$ cat config.mk
export PLATFORM = sky130hd
export DESIGN_NAME = cam_input_cond
export DESIGN_NICKNAME = d
export VERILOG_FILES = /design/src/rtl/cam_cond_pkg.sv /design/src/rtl/camCtrl.sv /design/src/rtl/camDatapath.sv /design/src/rtl/cam_input_cond.sv
export SDC_FILE = /design/constraint.sdc
export NUM_CORES = 1
export LEC_CHECK = 0
export ABC_CLOCK_PERIOD_IN_PS = 2300
export BUFFER_PORTS_ARGS = -buffer_cell sky130_fd_sc_hd__buf_2
export CORE_MARGIN = 10
export CORE_UTILIZATION = 55
export CTS_CLUSTER_DIAMETER = 30
export DETAILED_ROUTE_END_ITERATION = 10
export PLACE_DENSITY = 0.84
export SLEW_MARGIN = 5
export SYNTH_ARGS = -nofsm -noshare
export SYNTH_HDL_FRONTEND = slang
export SYNTH_SLANG_ARGS = --single-unit
$ cat constraint.sdc
create_clock -name clk -period 2.3 [get_ports clk]
set_input_delay 0.46 -clock clk [delete_from_list [all_inputs] [get_ports clk]]
set_output_delay 0.46 -clock clk [all_outputs]
set_load 0.02 [all_outputs]
$ cat src/rtl/cam_cond_pkg.sv
package cam_cond_pkg;

  localparam int CFG_W      = 32;
  localparam int TAG_W      = 6;
  localparam int FILT_W     = 3;
  localparam int CFG_USED   = 15;
  localparam logic [CFG_W-1:0] CFG_RESET = 32'h0000_00A8;

  // Field order follows the configuration bit positions, MSB first.
  typedef struct packed {
    logic              filtEn;   // bit 14
    logic [FILT_W-1:0] filtLen;  // bits 13:11
    logic              vsInv;    // bit 10
    logic              hsInv;    // bit 9
    logic              deInv;    // bit 8
    logic [TAG_W-1:0]  tag;      // bits 7:2
    logic              twoByte;  // bit 1
    logic              swap;     // bit 0
  } camCfg_t;

  // Strobes from control to datapath.
  typedef struct packed {
    logic loadHigh;
    logic emitWord;
    logic twoByte;
    logic swap;
  } camStrobe_t;

endpackage

$ cat src/rtl/camCtrl.sv
module camCtrl
  import cam_cond_pkg::*;
(
  input  logic              clk,
  input  logic              rst_n,
  input  logic              cfgWrEn,
  input  logic [CFG_W-1:0]  cfgWrData,
  output logic [CFG_W-1:0]  cfgRdData,
  input  logic              pinDe,
  input  logic              pinHsync,
  input  logic              pinVsync,
  output camStrobe_t        strobe,
  output logic              outDe,
  output logic              outHsync,
  output logic              outVsync,
  output logic [TAG_W-1:0]  outType
);

  logic [CFG_W-1:0]    cfgShadow;
  logic [CFG_USED-1:0] actBits;
  camCfg_t             act;
  logic deS1, hsS1, vsS1, deS2, hsS2, vsS2;
  logic vsFilt, vsPrev, pending, vsRise;
  logic [FILT_W-1:0] filtCnt;

  assign act       = camCfg_t'(actBits);
  assign cfgRdData = cfgShadow;
  assign outType   = act.tag;
  assign outDe     = deS2;
  assign outHsync  = hsS2;
  assign outVsync  = act.filtEn ? vsFilt : vsS2;
  assign vsRise    = outVsync & ~vsPrev;

  assign strobe.emitWord = deS1 & (act.twoByte | pending);
  assign strobe.loadHigh = deS1 & ~act.twoByte & ~pending;
  assign strobe.twoByte  = act.twoByte;
  assign strobe.swap     = act.swap;

  // Configuration staging, input conditioning and byte-pair tracking.
  always_ff @(posedge clk) begin
    if (!rst_n) begin
      cfgShadow <= CFG_RESET;
      actBits   <= CFG_RESET[CFG_USED-1:0];
      {deS1, hsS1, vsS1, deS2, hsS2, vsS2} <= '0;
      vsPrev    <= 1'b0;
      pending   <= 1'b0;
    end else begin
      if (cfgWrEn) cfgShadow <= cfgWrData;
      if (vsRise)  actBits   <= cfgShadow[CFG_USED-1:0];
      deS1    <= pinDe    ^ act.deInv;
      hsS1    <= pinHsync ^ act.hsInv;
      vsS1    <= pinVsync ^ act.vsInv;
      deS2    <= deS1;
      hsS2    <= hsS1;
      vsS2    <= vsS1;
      vsPrev  <= outVsync;
      pending <= strobe.loadHigh;
    end
  end

  // Frame-sync deglitch: new level must persist filtLen+1 samples.
  always_ff @(posedge clk) begin
    if (!rst_n) begin
      vsFilt  <= 1'b0;
      filtCnt <= '0;
    end else if (!act.filtEn) begin
      vsFilt  <= vsS1;
      filtCnt <= '0;
    end else if (vsS1 == vsFilt) begin
      filtCnt <= '0;
    end else if (filtCnt >= act.filtLen) begin
      vsFilt  <= vsS1;
      filtCnt <= '0;
    end else begin
      filtCnt <= filtCnt + 1'b1;
    end
  end

  assert_readback_R2: assert property (@(posedge clk) disable iff (!rst_n)
    cfgWrEn |=> cfgRdData == $past(cfgWrData));

  assert_commit_on_rise_R3: assert property (@(posedge clk) disable iff (!rst_n)
    !$stable(actBits) |-> $past(vsRise));

  assert_filter_hold_R6: assert property (@(posedge clk) disable iff (!rst_n)
    !$stable(vsFilt) |-> (!$past(act.filtEn) || $past(filtCnt) >= $past(act.filtLen)));

  assert_pair_spacing_R8: assert property (@(posedge clk) disable iff (!rst_n)
    (strobe.emitWord && !act.twoByte) |=> (!strobe.emitWord || act.twoByte));

endmodule

$ cat src/rtl/camDatapath.sv
module camDatapath
  import cam_cond_pkg::*;
#(
  parameter int DATA_W = 16
) (
  input  logic              clk,
  input  logic              rst_n,
  input  logic [DATA_W-1:0] pinData,
  input  camStrobe_t        strobe,
  output logic [DATA_W-1:0] outData,
  output logic              outValid
);

  localparam int BYTE_W = DATA_W / 2;

  logic [DATA_W-1:0] dataS1, word, ordered;
  logic [BYTE_W-1:0] hiByte;

  assign word    = strobe.twoByte ? dataS1 : {hiByte, dataS1[BYTE_W-1:0]};
  assign ordered = strobe.swap ? {word[BYTE_W-1:0], word[DATA_W-1:BYTE_W]} : word;

  always_ff @(posedge clk) begin
    if (!rst_n) begin
      dataS1   <= '0;
      hiByte   <= '0;
      outData  <= '0;
      outValid <= 1'b0;
    end else begin
      dataS1   <= pinData;
      outValid <= strobe.emitWord;
      if (strobe.loadHigh) hiByte  <= dataS1[BYTE_W-1:0];
      if (strobe.emitWord) outData <= ordered;
    end
  end

  assert_data_hold_R7: assert property (@(posedge clk) disable iff (!rst_n)
    !strobe.emitWord |=> $stable(outData));

endmodule

$ cat src/rtl/cam_input_cond.sv
module cam_input_cond
  import cam_cond_pkg::*;
#(
  parameter int DATA_W = 16
) (
  input  logic              clk,
  input  logic              rst_n,
  input  logic              cfgWrEn,
  input  logic [CFG_W-1:0]  cfgWrData,
  output logic [CFG_W-1:0]  cfgRdData,
  input  logic [DATA_W-1:0] pixData,
  input  logic              pixDe,
  input  logic              pixHsync,
  input  logic              pixVsync,
  output logic [DATA_W-1:0] outData,
  output logic              outValid,
  output logic [TAG_W-1:0]  outType,
  output logic              outDe,
  output logic              outHsync,
  output logic              outVsync
);

  camStrobe_t strobe;

  camCtrl uCtrl (
    .clk(clk), .rst_n(rst_n),
    .cfgWrEn(cfgWrEn), .cfgWrData(cfgWrData), .cfgRdData(cfgRdData),
    .pinDe(pixDe), .pinHsync(pixHsync), .pinVsync(pixVsync),
    .strobe(strobe),
    .outDe(outDe), .outHsync(outHsync), .outVsync(outVsync), .outType(outType)
  );

  camDatapath #(.DATA_W(DATA_W)) uData (
    .clk(clk), .rst_n(rst_n),
    .pinData(pixData), .strobe(strobe),
    .outData(outData), .outValid(outValid)
  );

  assert_valid_in_de_R10: assert property (@(posedge clk) disable iff (!rst_n)
    outValid |-> outDe);

endmodule

==> summary.txt <==
Global routing
  – Overflow left after global routing: 0
  – Number of global-route vias before repair: 2,787
  – Overall fraction of global-route tracks in use: 0.151
  – Pin count of the biggest net entering global routing: 59
  – Antenna violations before repair: 0
  – First-pass GRT wire length: 12,900 um

Timing
  – Period utilisation layout: 0.809
  – Final-layout worst hold slack: 0.309 ns
  – Min Tclk post-route: 1.86 ns
  – Hold violation total from the final report: 0
  – Setup Viol. Count Final: 0
  – Setup repair after global routing missed its margin: false
  – Maximum operating frequency: 538 MHz
  – Total negative setup slack: 0 ns
  – Clock skew after layout: 0.00860 ns
  – Slew margin rel.: 0.457
  – Final count of pins violating max slew: 0
  – Worst-margin pin slew: 0.814 ns

Clock network
  – Setup repair bufs after CTS: 0
  – Post-cts repair resize count: 0
  – Clock H-tree levels: 3
  – Clock input transition at the sequential cells of the worst setup and hold paths: 0.10 ns
  – Clk Latency, worst-skew pair: 0.35 ns
  – Clock root buffer master: clkbuf_8
  – Maximum clock path buffer count: 2
  – Post-cts hold buffer count: 0
  – CTS tree: done
  – Clk sinks: 100
  – CTS buffer count: 9

Synthesis
  – Synthesized area per cell: 10.4 um2
  – FFs w/ async S/R, synth: 0
  – Number of storage elements in the synthesis netlist: 100
  – Share of the yosys chip area belonging to registers: 0.524
  – Synthesized netlist net count: 426
  – Post-synthesis instance total: 368
  – Synthesis warning total: 0
  – Top_reg_cell synth: dfxtp_1
  – Number of enable-type register cells in the synthesized netlist: 0
  – Post-synthesis instance area: 0.00382 mm2
  – Distinct cell type count of the synthesized netlist: 29

Power and ir drop
  – Max IR drop VDD: 0.411 mV
  – Leakage power total: 2.08 nW
  – Power density over cell area: 706 mW/mm2

Setup path
  – Reg-to-Reg Start: uCtrl.act[1]$_SDFFE_PN0P_
  – Critical Path AT: 1.40 ns
  – Data required time at the worst endpoint: 1.84 ns
  – Critical Setup Path Class: flip-flop to primary output
  – Worst Setup Start Kind: flip-flop
  – Critical Path Sink Type: primary output
  – R2r setup slk: 0.64 ns
  – Critical path peak fanout: 9
  – Start point of the critical path: uCtrl.act[14]$_SDFFE_PN0P_

Routing
  – Routed len/inst: 14.3 um
  – Number of remaining DRC errors: 0
  – First-pass iteration count of the detailed router: 4
  – Via count: 2,707
  – Starting DRT DRC Count: 57
  – Detailed Route WL: 7870 um
  – Antenna-violating nets left: 0
  – Vias per cell: 4.91

Finish
  – Antenna cells: 0
  – Relative area change from synthesis to final layout: 18.7%
  – Number of nets in the final layout: 524
  – Fraction of final layout cells sized beyond drive strength 1: 0.291

Run
  – Max-cap violation count: 0

Placed design
  – Estimated wirelength of the detail-placed design: 6060 um
  – Final weighted congestion in routability-driven placement: 0.787
  – Total of buffers placed on input and output ports: 111

Floorplan
  – Die span in y: 103 um
  – Die X-Extent: 103 um
  – Full die area: 0.0107 mm2
  – Initial Util: 0.565
  – Std-Cell Rows: 30
  – Area of the core region: 0.00676 mm2
  – Number of primary I/O pins: 112

Hold path
  – Min-delay worst type: primary input to flip-flop
  – Startpoint of the tightest hold check path: pixData[14]

Status
  – Outcome: finished clean
[placed cells by master, fill, tap and decap left out]
master / count
buf_2: 111
dfxtp_1: 100
mux2i_1: 58
nand2_1: 41
nor2b_1: 38
and2_1: 21
a22o_1: 16
inv_1: 11
o21ai_0: 11
clkbuf_8: 10
nor2_1: 9
a21oi_1: 8
buf_4: 5
xor2_1: 4
nor3_1: 4
ha_1: 4
o311ai_0: 3
o211ai_1: 3
inv_6: 3
clkinvlp_4: 2
mux2i_4: 1
nor2_4: 1
o21ai_1: 1
nor2_2: 1
nor3b_2: 1
o2111ai_1: 1
xnor2_1: 1
and2b_2: 1
clkinv_2: 1
[per-stage QoR]
step	instance area [um2]	setup WS, ns	total power (W)	utilization	std cells
after floorplan	3820	0.961	0.00210	-	368
after global placement	4350	0.756	0.00220	0.643	535
after detailed placement	4350	0.668	0.00221	0.643	535
after CTS	4530	0.401	0.00323	0.671	551
after global routing	4530	0.333	0.00334	0.671	551
final	4530	0.440	0.00320	0.671	551
[critical path, stage by stage, from the launching register on]
cell,delay (ns)
dfxtp_1,0.42
mux2i_4,0.39
inv_1,0.08
buf_2,0.17
[final cells by class]
class	count	area, um2
Clock buffer	10	138
Clock inverter	6	46.3
Fill cell	559	2230
Inverter	11	41.3
Multi-Input combinational cell	228	1610
Sequential cell	100	2000
Tap cell	80	100
Timing Repair Buffer	116	593
[layer usage]
layer	global-route usage	vias to the layer above	part of all wire
li1	-	1418	-
met5	0	-	0
met2	0.248	74	0.48
met1	0.169	1206	0.42
met3	0.0631	9	0.094
met4	0.0588	0	0.012
[Yosys cell counts (7+ instances only)]
library cell | number | area (um2)
nand2_1 | 41 | 154
a21oi_1 | 8 | 40.0
dfxtp_1 | 100 | 2000
and2_1 | 21 | 131
buf_4 | 7 | 52.6
clkbuf_1 | 10 | 37.5
a22o_1 | 16 | 140
mux2i_1 | 58 | 581
nor2b_1 | 38 | 238
nor2_1 | 9 | 33.8
inv_1 | 11 | 41.3
o21ai_0 | 11 | 55.1
buf_2 | 8 | 40.0
[final timing paths]
kind / endpoint / cells after the start
worst min register to register: uCtrl.outHsync$_SDFF_PN0_ / 1
worst max register to register: uData.outData[0]$_SDFFE_PN0P_ / 3
worst max-delay path: outVsync / 3
worst min-delay path: uData.dataS1[14]$_SDFF_PN0_ / 2
[power by group]
group,internal [W],total (W),switching (W),leakage [nW]
logic,0.000147,0.000327,0.000180,1.17
registers,0.00180,0.00184,0.0000415,0.820
clock network,0.000433,0.00103,0.000596,0.0897
[cell families (layout without fill, tap and decap cells)]
| kind of cell | Yosys count | in the layout | share of synthesized area |
|---|---|---|---|
| adders and majority gates | 4 | 4 | 0.0131 |
| and+or+nand+nor | 117 | 117 | 0.160 |
| xor gates and xnor gates | 5 | 5 | 0.0115 |
| muxes | 59 | 59 | 0.158 |
| AOI/OAI and AO/OA | 43 | 43 | 0.0780 |
| DFF | 100 | 100 | 0.524 |
| buffers and inverters | 40 | 143 | 0.0551 |
[sequential cells by signal, summed over array words and instances, names as in the netlist, 3 cells and up]
register,cells
uCtrl.cfgRdData,32
uData.dataS1,16
uData.outData,16
uCtrl.act,15
uData.hiByte,8
uCtrl.filtCnt,3
(Power assumes the default switching activity.)
